File: src/rtl/xlat_pkg.sv
package xlat_pkg;

    typedef enum logic [1:0] {
        ACC_FETCH = 2'd0,
        ACC_LOAD  = 2'd1,
        ACC_STORE = 2'd2,
        ACC_RSVD  = 2'd3
    } acc_kind_e;

    typedef enum logic [1:0] {
        PRV_USER  = 2'd0,
        PRV_SUPER = 2'd1,
        PRV_HYP   = 2'd2,
        PRV_MACH  = 2'd3
    } priv_e;

    typedef enum logic [1:0] {
        ST_IDLE      = 2'd0,
        ST_WALK_REQ  = 2'd1,
        ST_WALK_WAIT = 2'd2,
        ST_DONE      = 2'd3
    } fsm_e;

endpackage

File: src/rtl/xlat_mode_sel.sv
module xlat_mode_sel
    import xlat_pkg::*;
#(
    parameter int VM_W = 5
) (
    input  acc_kind_e        kind_i,
    input  priv_e            cur_priv_i,
    input  logic             mprv_i,
    input  priv_e            mpp_i,
    input  logic             pum_bit_i,
    input  logic [VM_W-1:0]  vm_i,
    output logic             bypass_o,
    output logic             super_o,
    output logic             pum_o
);

    priv_e pre_mode;
    priv_e eff_mode;
    logic  is_data;
    logic  vm_bare;

    always_comb begin
        is_data  = (kind_i != ACC_FETCH);
        vm_bare  = (vm_i == '0);
        pre_mode = (is_data && mprv_i) ? mpp_i : cur_priv_i;
        pum_o    = is_data && (pre_mode == PRV_SUPER) && pum_bit_i;
        eff_mode = vm_bare ? PRV_MACH : pre_mode;
        bypass_o = (eff_mode == PRV_MACH);
        super_o  = (eff_mode != PRV_USER);
    end

endmodule

File: src/rtl/xlat_merge.sv
module xlat_merge
    import xlat_pkg::*;
#(
    parameter int ADDR_W   = 64,
    parameter int PG_SHIFT = 12
) (
    input  logic [ADDR_W-1:0]   base_i,
    input  logic [PG_SHIFT-1:0] offset_i,
    input  logic                ok_i,
    input  acc_kind_e           kind_i,
    output logic [ADDR_W-1:0]   paddr_o,
    output logic                fault_o,
    output acc_kind_e           fault_kind_o
);

    localparam int HI_W = ADDR_W - PG_SHIFT;

    always_comb begin
        paddr_o = ok_i ? (base_i | {{HI_W{1'b0}}, offset_i}) : '0;
        fault_o = !ok_i;
        unique case (kind_i)
            ACC_FETCH: fault_kind_o = ACC_FETCH;
            ACC_STORE: fault_kind_o = ACC_STORE;
            default:   fault_kind_o = ACC_LOAD;
        endcase
    end

endmodule

File: src/rtl/xlat_front.sv
module xlat_front
    import xlat_pkg::*;
#(
    parameter int ADDR_W   = 64,
    parameter int XLEN     = 32,
    parameter int PG_SHIFT = 12,
    parameter int VM_W     = 5
) (
    input  logic              clk,
    input  logic              rst_n,
    input  logic              req_valid,
    output logic              req_ready,
    input  logic [1:0]        req_kind,
    input  logic [ADDR_W-1:0] req_vaddr,
    input  logic [1:0]        cur_priv,
    input  logic              st_mprv,
    input  logic [1:0]        st_mpp,
    input  logic              st_pum,
    input  logic [VM_W-1:0]   st_vm,
    output logic              walk_req_valid,
    input  logic              walk_req_ready,
    output logic [ADDR_W-1:0] walk_vaddr,
    output logic [1:0]        walk_kind,
    output logic              walk_super,
    output logic              walk_pum,
    input  logic              walk_rsp_valid,
    input  logic              walk_rsp_ok,
    input  logic [ADDR_W-1:0] walk_rsp_base,
    output logic              rsp_valid,
    output logic              rsp_bypass,
    output logic [ADDR_W-1:0] rsp_paddr,
    output logic              rsp_fault,
    output logic [1:0]        rsp_fault_kind,
    output logic [ADDR_W-1:0] rsp_fault_addr
);

    logic [ADDR_W-1:0] xlen_mask;

    generate
        if (XLEN >= ADDR_W) begin : g_full_mask
            assign xlen_mask = '1;
        end else begin : g_part_mask
            assign xlen_mask = {{(ADDR_W-XLEN){1'b0}}, {XLEN{1'b1}}};
        end
    endgenerate

    fsm_e state_q, state_d;

    logic sel_bypass, sel_super, sel_pum;
    logic accept;

    acc_kind_e         cap_kind;
    logic [ADDR_W-1:0] cap_vaddr;
    logic              cap_super, cap_pum;

    logic [ADDR_W-1:0] mrg_paddr;
    logic              mrg_fault;
    acc_kind_e         mrg_fkind;

    assign accept = req_valid && (state_q == ST_IDLE);

    xlat_mode_sel #(.VM_W(VM_W)) i_mode_sel (
        .kind_i     (acc_kind_e'(req_kind)),
        .cur_priv_i (priv_e'(cur_priv)),
        .mprv_i     (st_mprv),
        .mpp_i      (priv_e'(st_mpp)),
        .pum_bit_i  (st_pum),
        .vm_i       (st_vm),
        .bypass_o   (sel_bypass),
        .super_o    (sel_super),
        .pum_o      (sel_pum)
    );

    xlat_merge #(.ADDR_W(ADDR_W), .PG_SHIFT(PG_SHIFT)) i_merge (
        .base_i       (walk_rsp_base),
        .offset_i     (cap_vaddr[PG_SHIFT-1:0]),
        .ok_i         (walk_rsp_ok),
        .kind_i       (cap_kind),
        .paddr_o      (mrg_paddr),
        .fault_o      (mrg_fault),
        .fault_kind_o (mrg_fkind)
    );

    // next-state logic
    always_comb begin
        state_d = state_q;
        unique case (state_q)
            ST_IDLE:      if (req_valid) state_d = sel_bypass ? ST_DONE : ST_WALK_REQ;
            ST_WALK_REQ:  if (walk_req_ready) state_d = ST_WALK_WAIT;
            ST_WALK_WAIT: if (walk_rsp_valid) state_d = ST_DONE;
            ST_DONE:      state_d = ST_IDLE;
        endcase
    end

    // state register
    always_ff @(posedge clk or negedge rst_n) begin
        if (!rst_n) state_q <= ST_IDLE;
        else        state_q <= state_d;
    end

    // captured access and registered response
    always_ff @(posedge clk or negedge rst_n) begin
        if (!rst_n) begin
            cap_kind       <= ACC_FETCH;
            cap_vaddr      <= '0;
            cap_super      <= 1'b0;
            cap_pum        <= 1'b0;
            rsp_bypass     <= 1'b0;
            rsp_paddr      <= '0;
            rsp_fault      <= 1'b0;
            rsp_fault_kind <= 2'd0;
            rsp_fault_addr <= '0;
        end else begin
            if (accept) begin
                cap_kind  <= acc_kind_e'(req_kind);
                cap_vaddr <= req_vaddr;
                cap_super <= sel_super;
                cap_pum   <= sel_pum;
                if (sel_bypass) begin
                    rsp_bypass     <= 1'b1;
                    rsp_paddr      <= req_vaddr & xlen_mask;
                    rsp_fault      <= 1'b0;
                    rsp_fault_kind <= 2'd0;
                    rsp_fault_addr <= '0;
                end
            end
            if (state_q == ST_WALK_WAIT && walk_rsp_valid) begin
                rsp_bypass     <= 1'b0;
                rsp_paddr      <= mrg_paddr;
                rsp_fault      <= mrg_fault;
                rsp_fault_kind <= mrg_fault ? mrg_fkind : 2'd0;
                rsp_fault_addr <= mrg_fault ? cap_vaddr : '0;
            end
        end
    end

    // state-decoded outputs
    always_comb begin
        req_ready      = (state_q == ST_IDLE);
        walk_req_valid = (state_q == ST_WALK_REQ);
        rsp_valid      = (state_q == ST_DONE);
        walk_vaddr     = cap_vaddr;
        walk_kind      = cap_kind;
        walk_super     = cap_super;
        walk_pum       = cap_pum;
    end

    // walk request held with stable address until taken
    p_walk_hold_r9: assert property (@(posedge clk) disable iff (!rst_n)
        walk_req_valid && !walk_req_ready |=> walk_req_valid && $stable(walk_vaddr));

    // no new access accepted while a walk is outstanding
    p_busy_r9: assert property (@(posedge clk) disable iff (!rst_n)
        walk_req_valid |-> !req_ready);

    // response is a single-cycle pulse
    p_rsp_pulse_r10: assert property (@(posedge clk) disable iff (!rst_n)
        rsp_valid |=> !rsp_valid);

    // a bypassed access answers in the next cycle without a walk
    p_bypass_next_r5: assert property (@(posedge clk) disable iff (!rst_n)
        accept && sel_bypass |=> rsp_valid && rsp_bypass && !walk_req_valid);

    // page protection never flagged for fetches
    p_pum_scope_r3: assert property (@(posedge clk) disable iff (!rst_n)
        walk_req_valid && walk_pum |-> walk_kind != ACC_FETCH && walk_super);

    // a fault is never a bypass result
    p_fault_walk_r8: assert property (@(posedge clk) disable iff (!rst_n)
        rsp_valid && rsp_fault |-> !rsp_bypass && rsp_paddr == '0);

endmodule

File: config.mk
export PLATFORM = sky130hd
export DESIGN_NAME = xlat_front
export DESIGN_NICKNAME = d
export VERILOG_FILES = /design/src/rtl/xlat_pkg.sv /design/src/rtl/xlat_mode_sel.sv /design/src/rtl/xlat_merge.sv /design/src/rtl/xlat_front.sv
export SDC_FILE = /design/constraint.sdc
export NUM_CORES = 1
export LEC_CHECK = 0
export ABC_CLOCK_PERIOD_IN_PS = 5700
export BUFFER_PORTS_ARGS = -buffer_cell sky130_fd_sc_hd__buf_2
export CAP_MARGIN = 30
export CELL_PAD_IN_SITES_DETAIL_PLACEMENT = 0
export CELL_PAD_IN_SITES_GLOBAL_PLACEMENT = 1
export CORE_ASPECT_RATIO = 1.25
export CORE_MARGIN = 5
export CORE_UTILIZATION = 39
export DETAILED_ROUTE_END_ITERATION = 12
export HOLD_SLACK_MARGIN = 0.15
export PLACE_DENSITY = 0.94
export SLEW_MARGIN = 15
export SYNTH_ARGS = -nofsm -noshare
export SYNTH_HDL_FRONTEND = slang
export SYNTH_SLANG_ARGS = --single-unit
File: constraint.sdc
create_clock -name clk -period 5.7 [get_ports clk]
set_input_delay 0 -clock clk [delete_from_list [all_inputs] [get_ports clk]]
set_output_delay 0 -clock clk [all_outputs]
set_load 0.01 [all_outputs]
==> results of run 1 <==
[power groups by stage]
stage	combinational [mW]	sequential [mW]	clock [mW]
after floorplan	0.965	2.75	0
after CTS	2.44	2.49	1.62
after global placement	2.19	2.49	0
after detailed placement	2.26	2.50	0
final	2.46	2.51	1.58
after global routing	2.65	2.58	1.68
[worst reg2reg max path, cell delays in order (launching register included)]
cell	delay, ns
sky130_fd_sc_hd__dfrtp_1	0.38
sky130_fd_sc_hd__inv_1	0.10
sky130_fd_sc_hd__ha_1	0.29
sky130_fd_sc_hd__nand2_1	0.09
sky130_fd_sc_hd__buf_4	0.31
sky130_fd_sc_hd__or3_1	0.65
sky130_fd_sc_hd__and3_4	0.79
sky130_fd_sc_hd__buf_12	0.34
sky130_fd_sc_hd__a22o_1	0.22
[logic make-up (layout without fill, tap and decap cells)]
| kind of cell | count (synthesis) | in the layout | share of synthesized area, % |
|---|---|---|---|
| compound gates | 155 | 155 | 15.30 |
| fa+ha+maj | 5 | 5 | 0.7895 |
| buf+inv | 53 | 564 | 3.253 |
| flops | 202 | 202 | 63.79 |
| mux | 79 | 79 | 11.21 |
| simple gates | 97 | 97 | 5.653 |
[metal layers]
layer	vias up	track usage, %	wire, um
li1	3174	-	-
met1	3512	24.72	9517
met2	322	40.36	14090
met3	82	4.953	1955
met4	2	8.984	1146
met5	-	0	19
[registers in the layout (all words and copies together) (netlist names), 2 cells and up]
register and cells:
rsp_fault_kind 2, walk_vaddr 64, state_q 2, rsp_paddr 64
walk_kind 2, rsp_fault_addr 64
[worst max-delay path by stage]
stage,start,to
floorplan,state_q[0]$_DFFE_PN0P_,rsp_fault_addr[10]$_DFFE_PN0P_
global placement,state_q[0]$_DFFE_PN0P_,rsp_fault_addr[58]$_DFFE_PN0P_
detailed placement,state_q[1]$_DFFE_PN0P_,rsp_paddr[60]$_DFFE_PN0P_
CTS,state_q[0]$_DFFE_PN0P_,rsp_paddr[60]$_DFFE_PN0P_
global route,state_q[0]$_DFFE_PN0P_,rsp_paddr[47]$_DFFE_PN0P_
finish,state_q[0]$_DFFE_PN0P_,rsp_paddr[47]$_DFFE_PN0P_
[layout by cell type, fill, tap and decap left out, drive strengths merged, types with 5 or more instances in the layout]
| master | instances |
|---|---|
| buf | 360 |
| inv | 7 |
| o211ai | 21 |
| clkbuf | 24 |
| ha | 5 |
| dfrtp | 202 |
| nand2 | 62 |
| mux2 | 78 |
| dlygate4sd3 | 159 |
| bufinv | 7 |
| nand4 | 22 |
| o21ai | 29 |
| a22o | 97 |
[layout make-up]
type / count / area (sq um)
clock buffer: 23 / 553.0
tap: 270 / 337.8
inverter: 7 / 26.28
sequential: 202 / 5055
clock inverter: 14 / 252.7
multi-input combinational: 336 / 2624
timing repair buffer: 520 / 3530
fill: 1512 / 7724
[Yosys cell counts (2+ instances only)]
cell / number / area share (%)
sky130_fd_sc_hd__a21oi_1: 2 / 0.13
sky130_fd_sc_hd__a22o_1: 97 / 11
sky130_fd_sc_hd__buf_1: 2 / 0.095
sky130_fd_sc_hd__buf_2: 5 / 0.32
sky130_fd_sc_hd__buf_6: 7 / 0.99
sky130_fd_sc_hd__clkbuf_1: 32 / 1.5
sky130_fd_sc_hd__dfrtp_1: 202 / 64
sky130_fd_sc_hd__ha_1: 5 / 0.79
sky130_fd_sc_hd__inv_1: 7 / 0.33
sky130_fd_sc_hd__mux2_1: 2 / 0.28
sky130_fd_sc_hd__mux2_2: 76 / 11
sky130_fd_sc_hd__nand2_1: 62 / 2.9
sky130_fd_sc_hd__nand4_1: 22 / 1.7
sky130_fd_sc_hd__nor2_1: 4 / 0.19
sky130_fd_sc_hd__o211ai_1: 21 / 2.0
sky130_fd_sc_hd__o21ai_0: 29 / 1.8
sky130_fd_sc_hd__or3_1: 2 / 0.16
[stage by stage]
stage	hold slack, ns	worst slack (ns)
after floorplan	-0.2956	3.550
after CTS	0.1963	2.485
after detailed placement	-0.005768	2.464
final	0.2186	2.459
after global routing	0.2418	2.282
after global placement	-0.008255	2.583
==> metrics.csv, run 1 <==
stage,metric,value,unit
run_status,status,completed,
timing,highest_clock_rate,308.6,MHz
placed_design,dp.cells,1173,
logic_synthesis,synth_enable_flop_cells,0,
layout,finish.cell_count_without_fillers,1372,
grt,grt_pass1_vias,7714,
worst_setup_path,crit_family,simple AND/OR/NAND/NOR gates,
placed_design,routabilityCongestion,0.8133,
worst_setup_path,critical_path_depth,8,
logic_synthesis,synth_async_sr_flop_share,100.0,%
drt,drt_first_iter_violations,313,
layout,final_layout_size_suffix_gt1_share,43.47,%
drt,routed-via-count,7092,
placed_design,port_buffers,349,
worst_setup_path,timing.critical_path.to_type,register,
timing,unrepaired_setup_endpoints_after_global_routing,no,
min_path,hold_start,req_valid,
worst_setup_path,crit_path_cells,"inv_1, ha_1, nand2_1, buf_4, or3_1, and3_4, buf_12, a22o_1",
grt,number_of_antenna_violations_at_the_first_check_in_global_routing,1,
clocking,cts_tree,done,
drt,avgViaCountPerCell,5.169,
die,fp.dieH,169.4,um
drt,detail_route.wl_per_cell,19.48,um
layout,syn_to_final_growth,56.21,%
min_path,holdPathStages,4,
die,fp.coreArea,20100,sq um
worst_setup_path,cpPeakStageDelay,0.78,ns
die,floorplan.initialDensity,39.42,%
worst_setup_path,cp.buffers_inverters,3,
grt,grt_use_total,22.16,%
timing,final-setup-viol-count,0,
clocking,cts.repair.resized,0,
timing,slew-limit-headroom,47.69,%
timing,finalHoldViolations,0,
clocking,cts.path.max_buffers,3,
clocking,cts_hold_buffers,160,
layout,layout.core_utilization,61.58,%
drt,post_route_drc_violation_count,0,
drt,drt_wl_total,26730,um
worst_setup_path,worstSetupPathType,register to register,
logic_synthesis,synth.ff_latch_count,202,
timing,share_of_the_cycle_needed_by_the_critical_path_after_routing,56.85,%
clocking,cts.htree.levels,1,
worst_setup_path,setup.worst_path.start_class,register,
min_path,timing.hold.worst.class,primary input to register,
drt,firstDrtPassIters,4,
placed_design,hpwl,16960,um
clocking,cts_setup_buffers,0,
grt,global_route_wire_length_before_repair,41370,um
worst_setup_path,worst_r2r_startpoint,state_q[0]$_DFFE_PN0P_,
power,powerDensity,528.8,nW/um^2
logic_synthesis,seq_area_frac_synth,63.79,%
worst_setup_path,rr_endpoint,rsp_paddr[47]$_DFFE_PN0P_,
timing,maxSlewViolCount,0,
logic_synthesis,syn_avg_cell_area,13.41,sq um
power,reported_leakage_power,6.291,nW
worst_setup_path,worst-r2r-cell-count,8,
clocking,clkLatencyLatePin,0.49,ns
die,placement_rows,58,
power,power.share.switching,34.04,%
timing,final.min_clock_period,3.241,ns
die,io_count,350,
power,seq_power_share,38.3,%
clocking,cts_made_buffers,21,
logic_synthesis,ys_warn_count,0,
power,p_int,4.318,mW
logic_synthesis,synth-main-ff-cell,sky130_fd_sc_hd__dfrtp_1,
timing,finalClockSkew,0.01306,ns
timing,setup-tns-final,0,ns
min_path,hold-path-endpoint,walk_kind[1]$_DFFE_PN0P_,
placed_design,dpl_cell_area,9898,sq um
worst_setup_path,critPathMaxFanout,61,
drt,ant_nets,0,
layout,final_area,12380,sq um
logic_synthesis,number_of_cells_produced_by_synthesis,591,
worst_setup_path,critical_path_required,6.11,ns
clocking,cts.reportedPaths.clkPinSlew,0.06,ns
clocking,clk_root_buffer_cell,sky130_fd_sc_hd__clkbuf_16,
die,die_w,137.5,um
die,area_of_the_die,23290,sq um
power,comb_power_share,37.6,%
timing,worst_max_slew_pin_slew,0.7846,ns
logic_synthesis,syn-num-nets,743,
power,peakVddDrop,0.3341,mV
clocking,cts_sink_count,202,
logic_synthesis,syn-cell-area,7924,sq um
grt,overflow,0,
layout,layout.nets,1240,
grt,grt_start_max_net_pins,70,
worst_setup_path,cp_slowest_cell,sky130_fd_sc_hd__and3_4,
power,total_switching_power,2.228,mW
power,finalPower,6.545,mW
job,drv_cap,0,
power,pwr-share-clk,24.2,%
worst_setup_path,reg2reg_slack,2.46,ns
logic_synthesis,synthDistinctLibCells,31,
layout,antennaDiodeCount,0,
worst_setup_path,worstPathArrival,3.65,ns
No activity file was read; power rests on OpenSTA's default activity.
==> run 2: changes to the inputs <==
--- a/config.mk
+++ b/config.mk
@@ -5,17 +5,17 @@
 export SDC_FILE = /design/constraint.sdc
 export NUM_CORES = 1
 export LEC_CHECK = 0
-export ABC_CLOCK_PERIOD_IN_PS = 5700
+export ABC_CLOCK_PERIOD_IN_PS = 3400
 export BUFFER_PORTS_ARGS = -buffer_cell sky130_fd_sc_hd__buf_2
 export CAP_MARGIN = 30
 export CELL_PAD_IN_SITES_DETAIL_PLACEMENT = 0
 export CELL_PAD_IN_SITES_GLOBAL_PLACEMENT = 1
 export CORE_ASPECT_RATIO = 1.25
 export CORE_MARGIN = 5
-export CORE_UTILIZATION = 39
+export CORE_UTILIZATION = 36
 export DETAILED_ROUTE_END_ITERATION = 12
 export HOLD_SLACK_MARGIN = 0.15
-export PLACE_DENSITY = 0.94
+export PLACE_DENSITY = 0.88
 export SLEW_MARGIN = 15
 export SYNTH_ARGS = -nofsm -noshare
 export SYNTH_HDL_FRONTEND = slang
==> constraint.sdc (replaced) <==
create_clock -name clk -period 3.4 [get_ports clk]
set_input_delay 0 -clock clk [delete_from_list [all_inputs] [get_ports clk]]
set_output_delay 0 -clock clk [all_outputs]
set_load 0.01 [all_outputs]
==> metrics.csv, run 2 (synthesized netlist as in run 1, its figures left out) <==
stage,metric,value,unit,change
timing,maxSlewViolCount,0,,unchanged
grt,grt_use_total,20.67,%,was 22.16%
grt,number_of_antenna_violations_at_the_first_check_in_global_routing,3,,was 1
timing,share_of_the_cycle_needed_by_the_critical_path_after_routing,77.23,%,was 56.85%
worst_setup_path,cp_slowest_cell,sky130_fd_sc_hd__and3_4,,unchanged
clocking,cts.path.max_buffers,3,,unchanged
timing,final.min_clock_period,2.626,ns,was 3.241 ns
worst_setup_path,cp.buffers_inverters,2,,was 3
power,peakVddDrop,0.4903,mV,was 0.3341 mV
worst_setup_path,worstPathArrival,3.06,ns,was 3.65 ns
layout,final_layout_size_suffix_gt1_share,43.52,%,was 43.47%
layout,syn_to_final_growth,54.55,%,was 56.21%
run_status,status,completed,,unchanged
grt,overflow,0,,unchanged
die,area_of_the_die,25100,sq um,was 23290 sq um
clocking,cts_sink_count,202,,unchanged
drt,detail_route.wl_per_cell,19.44,um,was 19.48 um
worst_setup_path,reg2reg_slack,0.77,ns,was 2.46 ns
clocking,cts_made_buffers,22,,was 21
die,io_count,350,,unchanged
worst_setup_path,critPathMaxFanout,41,,was 61
drt,ant_nets,0,,unchanged
worst_setup_path,rr_endpoint,rsp_fault_addr[46]$_DFFE_PN0P_,,was rsp_paddr[47]$_DFFE_PN0P_
layout,mostFrequentLayoutCell,sky130_fd_sc_hd__buf_2,,unchanged
worst_setup_path,crit_family,simple AND/OR/NAND/NOR gates,,unchanged
worst_setup_path,setup.worst_path.start_class,register,,unchanged
job,drv_cap,0,,unchanged
clocking,cts.reportedPaths.clkPinSlew,0.06,ns,about the same
min_path,timing.hold.worst.class,primary input to async pin,,was primary input to register
grt,global_route_wire_length_before_repair,41590,um,was 41370 um
layout,layout.nets,1240,,unchanged
clocking,cts_hold_buffers,157,,was 160
clocking,clk_root_buffer_cell,sky130_fd_sc_hd__clkbuf_16,,unchanged
die,fp.dieH,175.9,um,was 169.4 um
power,finalPower,10.65,mW,was 6.545 mW
drt,firstDrtPassIters,4,,unchanged
worst_setup_path,critical_path_required,3.83,ns,was 6.11 ns
timing,finalClockSkew,0.009417,ns,was 0.01306 ns
clocking,clkLatencyLatePin,0.50,ns,was 0.49 ns
die,placement_rows,60,,was 58
drt,post_route_drc_violation_count,0,,unchanged
grt,grt_start_max_net_pins,91,,was 70
timing,slew-limit-headroom,49.94,%,was 47.69%
worst_setup_path,worst-r2r-cell-count,7,,was 8
timing,setup-tns-final,0,ns,unchanged
clocking,cts.repair.resized,0,,unchanged
placed_design,dpl_cell_area,9941,sq um,was 9898 sq um
drt,drt_first_iter_violations,284,,was 313
worst_setup_path,timing.critical_path.to_type,register,,unchanged
timing,final.setup.worst_slack,0.7743,ns,was 2.459 ns
placed_design,routabilityCongestion,0.7942,,was 0.8133
timing,worst_max_slew_pin_slew,0.7509,ns,was 0.7846 ns
timing,final-setup-viol-count,0,,unchanged
drt,avgViaCountPerCell,5.133,,was 5.169
layout,final_cell_mix,"sky130_fd_sc_hd__buf_2 (348), sky130_fd_sc_hd__dfrtp_1 (202), sky130_fd_sc_hd__dlygate4sd3_1 (157), sky130_fd_sc_hd__a22o_1 (97), sky130_fd_sc_hd__mux2_2 (76)",,"was sky130_fd_sc_hd__buf_2 (348), sky130_fd_sc_hd__dfrtp_1 (202), sky130_fd_sc_hd__dlygate4sd3_1 (159), sky130_fd_sc_hd__a22o_1 (97), sky130_fd_sc_hd__mux2_2 (76)"
timing,unrepaired_setup_endpoints_after_global_routing,no,,unchanged
worst_setup_path,worst_r2r_startpoint,state_q[0]$_DFFE_PN0P_,,unchanged
placed_design,pre_cts_ws,0.7759,ns,was 2.464 ns
die,fp.coreArea,21620,sq um,was 20100 sq um
layout,final_area,12250,sq um,was 12380 sq um
die,floorplan.initialDensity,36.65,%,was 39.42%
power,reported_leakage_power,6.237,nW,was 6.291 nW
die,die_w,142.7,um,was 137.5 um
drt,routed-via-count,7104,,was 7092
worst_setup_path,crit_path_cells,"inv_1, ha_1, nand4_1, mux2_2, and3_4, buf_4, a22o_1",,"was inv_1, ha_1, nand2_1, buf_4, or3_1, and3_4, buf_12, a22o_1"
drt,drt_wl_total,26900,um,was 26730 um
timing,highest_clock_rate,380.8,MHz,was 308.6 MHz
placed_design,port_buffers,349,,unchanged
worst_setup_path,cpPeakStageDelay,0.63,ns,was 0.78 ns
timing,finalHoldViolations,0,,unchanged
placed_design,hpwl,17650,um,was 16960 um
worst_setup_path,worstSetupPathType,register to register,,unchanged
clocking,cts.htree.levels,1,,unchanged
power,powerDensity,870.0,nW/um^2,was 528.8 nW/um^2
grt,grt_pass1_vias,7761,,was 7714
clocking,cts_tree,done,,unchanged
clocking,cts_setup_buffers,0,,unchanged
run 2: worst max path at each step:
stage	from	to	slack, ns	cells past startpoint
after floorplan	state_q[0]$_DFFE_PN0P_	rsp_fault_addr[10]$_DFFE_PN0P_	1.25	8
after global placement	state_q[0]$_DFFE_PN0P_	rsp_fault_addr[45]$_DFFE_PN0P_	0.88	7
after detailed placement	state_q[0]$_DFFE_PN0P_	rsp_fault_addr[41]$_DFFE_PN0P_	0.78	7
after CTS	state_q[0]$_DFFE_PN0P_	rsp_fault_addr[45]$_DFFE_PN0P_	0.77	7
after global routing	state_q[0]$_DFFE_PN0P_	rsp_fault_addr[46]$_DFFE_PN0P_	0.58	7
final	state_q[0]$_DFFE_PN0P_	rsp_fault_addr[46]$_DFFE_PN0P_	0.77	7
run 2: layer usage:
metal,GRT usage [%],vias to the layer above,part of all wire [%]
met5,0,-,0.026
met4,10.02,2,4.6
met3,4.602,88,7.0
met2,35.62,344,50
met1,24.17,3505,38
li1,-,3165,-
run 2: area by class of cell:
cell class | instances | area, sq um
Multi-Input combinational cell | 336 | 2628
Antenna cell | 2 | 5.005
Fill cell | 1777 | 9374
Tap cell | 279 | 349.1
Inverter | 7 | 26.28
Clock buffer | 30 | 641.9
Clock inverter | 9 | 76.32
Sequential cell | 202 | 5055
Timing Repair Buffer | 519 | 3466
run 2: through the flow:
stage | hold WS (ns) | utilization [%] | std cells
after floorplan | -0.2956 | - | 591
after global placement | 0.1268 | 45.89 | 1184
after detailed placement | 0.1268 | 45.98 | 1185
after CTS | 0.1544 | 56.57 | 1381
after global routing | 0.1964 | 56.64 | 1384
final | 0.1472 | 56.64 | 1384
run 2: power by group:
part | switching (mW) | internal [mW] | leakage [nW]
sequential | 0.721 | 3.47 | 2.56
clock | 0.966 | 1.40 | 0.358
combinational | 2.04 | 2.05 | 3.32
==> run 3: changes to the inputs <==
--- a/config.mk
+++ b/config.mk
@@ -5,17 +5,18 @@
 export SDC_FILE = /design/constraint.sdc
 export NUM_CORES = 1
 export LEC_CHECK = 0
-export ABC_CLOCK_PERIOD_IN_PS = 3400
+export ABC_AREA = 1
+export ABC_CLOCK_PERIOD_IN_PS = 2100
 export BUFFER_PORTS_ARGS = -buffer_cell sky130_fd_sc_hd__buf_2
 export CAP_MARGIN = 30
 export CELL_PAD_IN_SITES_DETAIL_PLACEMENT = 0
 export CELL_PAD_IN_SITES_GLOBAL_PLACEMENT = 1
 export CORE_ASPECT_RATIO = 1.25
 export CORE_MARGIN = 5
-export CORE_UTILIZATION = 36
+export CORE_UTILIZATION = 32
 export DETAILED_ROUTE_END_ITERATION = 12
 export HOLD_SLACK_MARGIN = 0.15
-export PLACE_DENSITY = 0.88
+export PLACE_DENSITY = 0.85
 export SLEW_MARGIN = 15
 export SYNTH_ARGS = -nofsm -noshare
 export SYNTH_HDL_FRONTEND = slang
==> constraint.sdc (replaced) <==
create_clock -name clk -period 2.1 [get_ports clk]
set_input_delay 0 -clock clk [delete_from_list [all_inputs] [get_ports clk]]
set_output_delay 0 -clock clk [all_outputs]
set_load 0.01 [all_outputs]
==> metrics.csv, run 3 <==
stage,metric,value,unit,change
drt,drt_wl_total,31970,um,was 26900 um
worst_setup_path,worst-r2r-cell-count,8,,was 7
die,fp.dieH,196.5,um,was 175.9 um
timing,worst_max_slew_pin_slew,0.6817,ns,was 0.7509 ns
logic_synthesis,synthDominantAreaCellType,sky130_fd_sc_hd__dfrtp_1,,unchanged
timing,unrepaired_setup_endpoints_after_global_routing,yes,,was no
placed_design,port_buffers,349,,unchanged
clocking,cts.reportedPaths.clkPinSlew,0.06,ns,about the same
grt,number_of_antenna_violations_at_the_first_check_in_global_routing,0,,was 3
clocking,cts.htree.levels,1,,unchanged
worst_setup_path,cp.buffers_inverters,5,,was 2
clocking,clk_root_buffer_cell,sky130_fd_sc_hd__clkbuf_16,,unchanged
die,area_of_the_die,31290,sq um,was 25100 sq um
min_path,timing.hold.worst.class,primary input to register,,was primary input to async pin
job,drv_cap,0,,unchanged
die,io_count,350,,unchanged
die,floorplan.initialDensity,32.31,%,was 36.65%
layout,layout.nets,1617,,was 1240
clocking,clkLatencyLatePin,0.50,ns,about the same
logic_synthesis,ys_top_cells_by_count,"sky130_fd_sc_hd__nand2_1 (395), sky130_fd_sc_hd__dfrtp_1 (202), sky130_fd_sc_hd__nand3_1 (94)",,"was sky130_fd_sc_hd__dfrtp_1 (202), sky130_fd_sc_hd__a22o_1 (97), sky130_fd_sc_hd__mux2_2 (76)"
logic_synthesis,seq_area_frac_synth,56.75,%,was 63.79%
layout,final_cell_mix,"sky130_fd_sc_hd__nand2_1 (394), sky130_fd_sc_hd__buf_2 (348), sky130_fd_sc_hd__dfrtp_1 (202), sky130_fd_sc_hd__dlygate4sd3_1 (160), sky130_fd_sc_hd__nand3_1 (94)",,"was sky130_fd_sc_hd__buf_2 (348), sky130_fd_sc_hd__dfrtp_1 (202), sky130_fd_sc_hd__dlygate4sd3_1 (157), sky130_fd_sc_hd__a22o_1 (97), sky130_fd_sc_hd__mux2_2 (76)"
worst_setup_path,worst_r2r_startpoint,state_q[1]$_DFFE_PN0P_,,was state_q[0]$_DFFE_PN0P_
timing,final.setup.worst_slack,0.05682,ns,was 0.7743 ns
logic_synthesis,synthDistinctLibCells,25,,was 31
logic_synthesis,synth-main-ff-cell,sky130_fd_sc_hd__dfrtp_1,,unchanged
timing,finalHoldViolations,0,,unchanged
worst_setup_path,cp_slowest_cell,sky130_fd_sc_hd__dlygate4sd3_1,,was sky130_fd_sc_hd__and3_4
run_status,status,completed,,unchanged
logic_synthesis,syn-cell-area,8907,sq um,was 7924 sq um
layout,final_area,13390,sq um,was 12250 sq um
drt,drt_first_iter_violations,536,,was 284
min_path,holdPathStages,6,,
worst_setup_path,timing.critical_path.to_type,register,,unchanged
placed_design,hpwl,20320,um,was 17650 um
timing,share_of_the_cycle_needed_by_the_critical_path_after_routing,97.29,%,
grt,grt_start_max_net_pins,103,,was 91
drt,post_route_drc_violation_count,0,,unchanged
worst_setup_path,cpMostUsedCell,sky130_fd_sc_hd__dlygate4sd3_1,,
logic_synthesis,ys_warn_count,0,,unchanged
worst_setup_path,setup.worst_path.start_class,primary input,,was register
worst_setup_path,cpPeakStageDelay,0.61,ns,was 0.63 ns
layout,antennaDiodeCount,0,,was 2
timing,final-setup-viol-count,0,,unchanged
layout,final_layout_size_suffix_gt1_share,32.84,%,was 43.52%
placed_design,dpl_cell_area,11030,sq um,was 9941 sq um
clocking,cts.path.max_buffers,3,,unchanged
timing,finalClockSkew,0.007085,ns,was 0.009417 ns
drt,avgViaCountPerCell,4.748,,was 5.133
layout,layout.core_utilization,48.56,%,was 56.64%
logic_synthesis,synthTopCellsByArea,"sky130_fd_sc_hd__dfrtp_1 (57%), sky130_fd_sc_hd__nand2_1 (17%), sky130_fd_sc_hd__nand3_2 (8.4%)",,"was sky130_fd_sc_hd__dfrtp_1 (64%), sky130_fd_sc_hd__mux2_2 (11%), sky130_fd_sc_hd__a22o_1 (11%)"
worst_setup_path,crit_path_cells,"dlygate4sd3_1, buf_2, inv_1, nand2_1, nand3_1, dlygate4sd3_1, nand3_2, dlygate4sd3_1, nand3_1, a21boi_1",,"was inv_1, ha_1, nand4_1, mux2_2, and3_4, buf_4, a22o_1"
worst_setup_path,reg2reg_slack,0.08,ns,was 0.77 ns
worst_setup_path,critical_path_required,2.48,ns,was 3.83 ns
logic_synthesis,syn_avg_cell_area,9.136,sq um,was 13.41 sq um
worst_setup_path,worstPathArrival,2.42,ns,was 3.06 ns
min_path,hold-path-endpoint,walk_super$_DFFE_PN0P_,,
grt,grt_use_total,19.42,%,was 20.67%
layout,syn_to_final_growth,50.27,%,was 54.55%
clocking,cts_tree,done,,unchanged
layout,mostFrequentLayoutCell,sky130_fd_sc_hd__nand2_1,,was sky130_fd_sc_hd__buf_2
power,powerDensity,1271,nW/um^2,was 870.0 nW/um^2
die,die_w,159.2,um,was 142.7 um
logic_synthesis,synth_enable_flop_cells,0,,unchanged
logic_synthesis,post-synth-top-count-cell,sky130_fd_sc_hd__nand2_1,,was sky130_fd_sc_hd__dfrtp_1
placed_design,routabilityCongestion,0.8538,,was 0.7942
min_path,hold_start,st_vm[0],,
clocking,cts_made_buffers,22,,unchanged
placed_design,pre_cts_ws,0.2027,ns,was 0.7759 ns
layout,fillers,2557,,was 1777
clocking,cts_setup_buffers,0,,unchanged
timing,highest_clock_rate,489.4,MHz,
worst_setup_path,critPathMaxFanout,4,,was 41
timing,maxSlewViolCount,0,,unchanged
logic_synthesis,synth.ff_latch_count,202,,unchanged
die,placement_rows,68,,was 60
worst_setup_path,worstSetupPathType,primary input to register,,was register to register
drt,firstDrtPassIters,7,,was 4
die,fp.coreArea,27570,sq um,was 21620 sq um
power,peakVddDrop,0.8147,mV,was 0.4903 mV
grt,grt_pass1_vias,9051,,was 7761
timing,final.min_clock_period,2.043,ns,
grt,global_route_wire_length_before_repair,50140,um,was 41590 um
grt,overflow,0,,unchanged
clocking,cts_sink_count,202,,unchanged
logic_synthesis,number_of_cells_produced_by_synthesis,975,,was 591
timing,slew-limit-headroom,54.55,%,was 49.94%
drt,routed-via-count,8675,,was 7104
logic_synthesis,syn-num-nets,1127,,was 743
power,reported_leakage_power,7.422,nW,was 6.237 nW
logic_synthesis,synth_async_sr_flop_share,100.0,%,unchanged
worst_setup_path,rr_endpoint,walk_vaddr[46]$_DFFE_PN0P_,,was rsp_fault_addr[46]$_DFFE_PN0P_
drt,ant_nets,0,,unchanged
logic_synthesis,synth_top_cell_area_share,56.75,%,was 63.79%
drt,detail_route.wl_per_cell,17.50,um,was 19.44 um
worst_setup_path,crit_family,buffers and inverters,,was simple AND/OR/NAND/NOR gates
run 3: cell count changes after synthesis, sizes merged, moves of 21 or more:
| cell | delta |
|---|---|
| nand3 | +170 |
| nand4 | -21 |
| nand2 | +334 |
| o21ai | +51 |
| inv | +38 |
| a22o | -97 |
| mux2 | -78 |
| buf | +34 |
run 3: report_power, final:
part | leakage (nW) | switching, mW | internal (mW)
clock network | 0.348 | 1.55 | 2.34
registers | 2.64 | 1.15 | 5.44
logic | 4.44 | 3.84 | 2.70
total | 7.42 | 6.53 | 10.5
run 3: cells by family (layout without fill, tap and decap cells):
group	count (synthesis)	in the layout	synth area share (%)
and+or+nand+nor	573	573	30.99
DFF	202	202	56.75
AOI/OAI and AO/OA	85	85	4.832
adders and majority gates	5	5	0.7023
buffers and inverters	110	612	6.728
run 3: what timing repair did:
| action | 4_1_cts | 5_1_grt |
|---|---|---|
| endpoints found under the hold margin | 403 | 0 |
| resized for setup | 0 | 6 |
| hold buffers | 160 | 0 |
| setup endpoints to repair | 0 | 15 |
run 3: worst max path at each step:
stage	startpoint	endpoint	slack [ns]	cells past startpoint
after floorplan	state_q[0]$_DFFE_PN0P_	rsp_fault_addr[13]$_DFFE_PN0P_	0.49	9
after global placement	state_q[0]$_DFFE_PN0P_	rsp_paddr[2]$_DFFE_PN0P_	0.28	11
after detailed placement	state_q[0]$_DFFE_PN0P_	rsp_paddr[1]$_DFFE_PN0P_	0.20	11
after CTS	state_q[0]$_DFFE_PN0P_	walk_vaddr[43]$_DFFE_PN0P_	0.02	8
after global routing	state_q[0]$_DFFE_PN0P_	state_q[1]$_DFFE_PN0P_	-0.02	7
final	req_kind[1]	state_q[1]$_DFFE_PN0P_	0.06	10
run 3: final cells by class:
class,instances,area [sq um],area share [%]
Timing Repair Buffer,530,3722,27.81
Inverter,46,173.9,1.299
Tap cell,350,437.9,3.272
Multi-Input combinational cell,663,3287,24.56
Clock buffer,32,639.4,4.777
Sequential cell,202,5055,37.76
Clock inverter,4,70.07,0.5235
run 3: metrics by stage:
step                total power, mW  setup TNS [ns]  hold WS [ns]  std cells
floorplan                     9.686               0       -0.2956        975
global placement              12.51               0       0.08507       1630
detailed placement            12.68               0       0.08403       1630
CTS                           17.06               0        0.1505       1826
global route                  18.16        -0.02247        0.2074       1827
finish                        17.01               0        0.1882       1827
run 3: worst min-delay path, cell delays in order:
cell and delay, ns:
sky130_fd_sc_hd__buf_2 0.09, sky130_fd_sc_hd__nor2_1 0.07, sky130_fd_sc_hd__nand3_1 0.15, sky130_fd_sc_hd__nand3_2 0.17, sky130_fd_sc_hd__o21ai_0 0.11, sky130_fd_sc_hd__nand2_1 0.06
run 3: routing by layer:
layer | vias to the layer above | global-route usage (%) | wire length [um]
met5 | - | 0 | 0
met4 | 0 | 8.154 | 1525
met3 | 98 | 3.681 | 2088
met2 | 376 | 33.49 | 16020
met1 | 4105 | 23.95 | 12340
li1 | 4096 | - | -
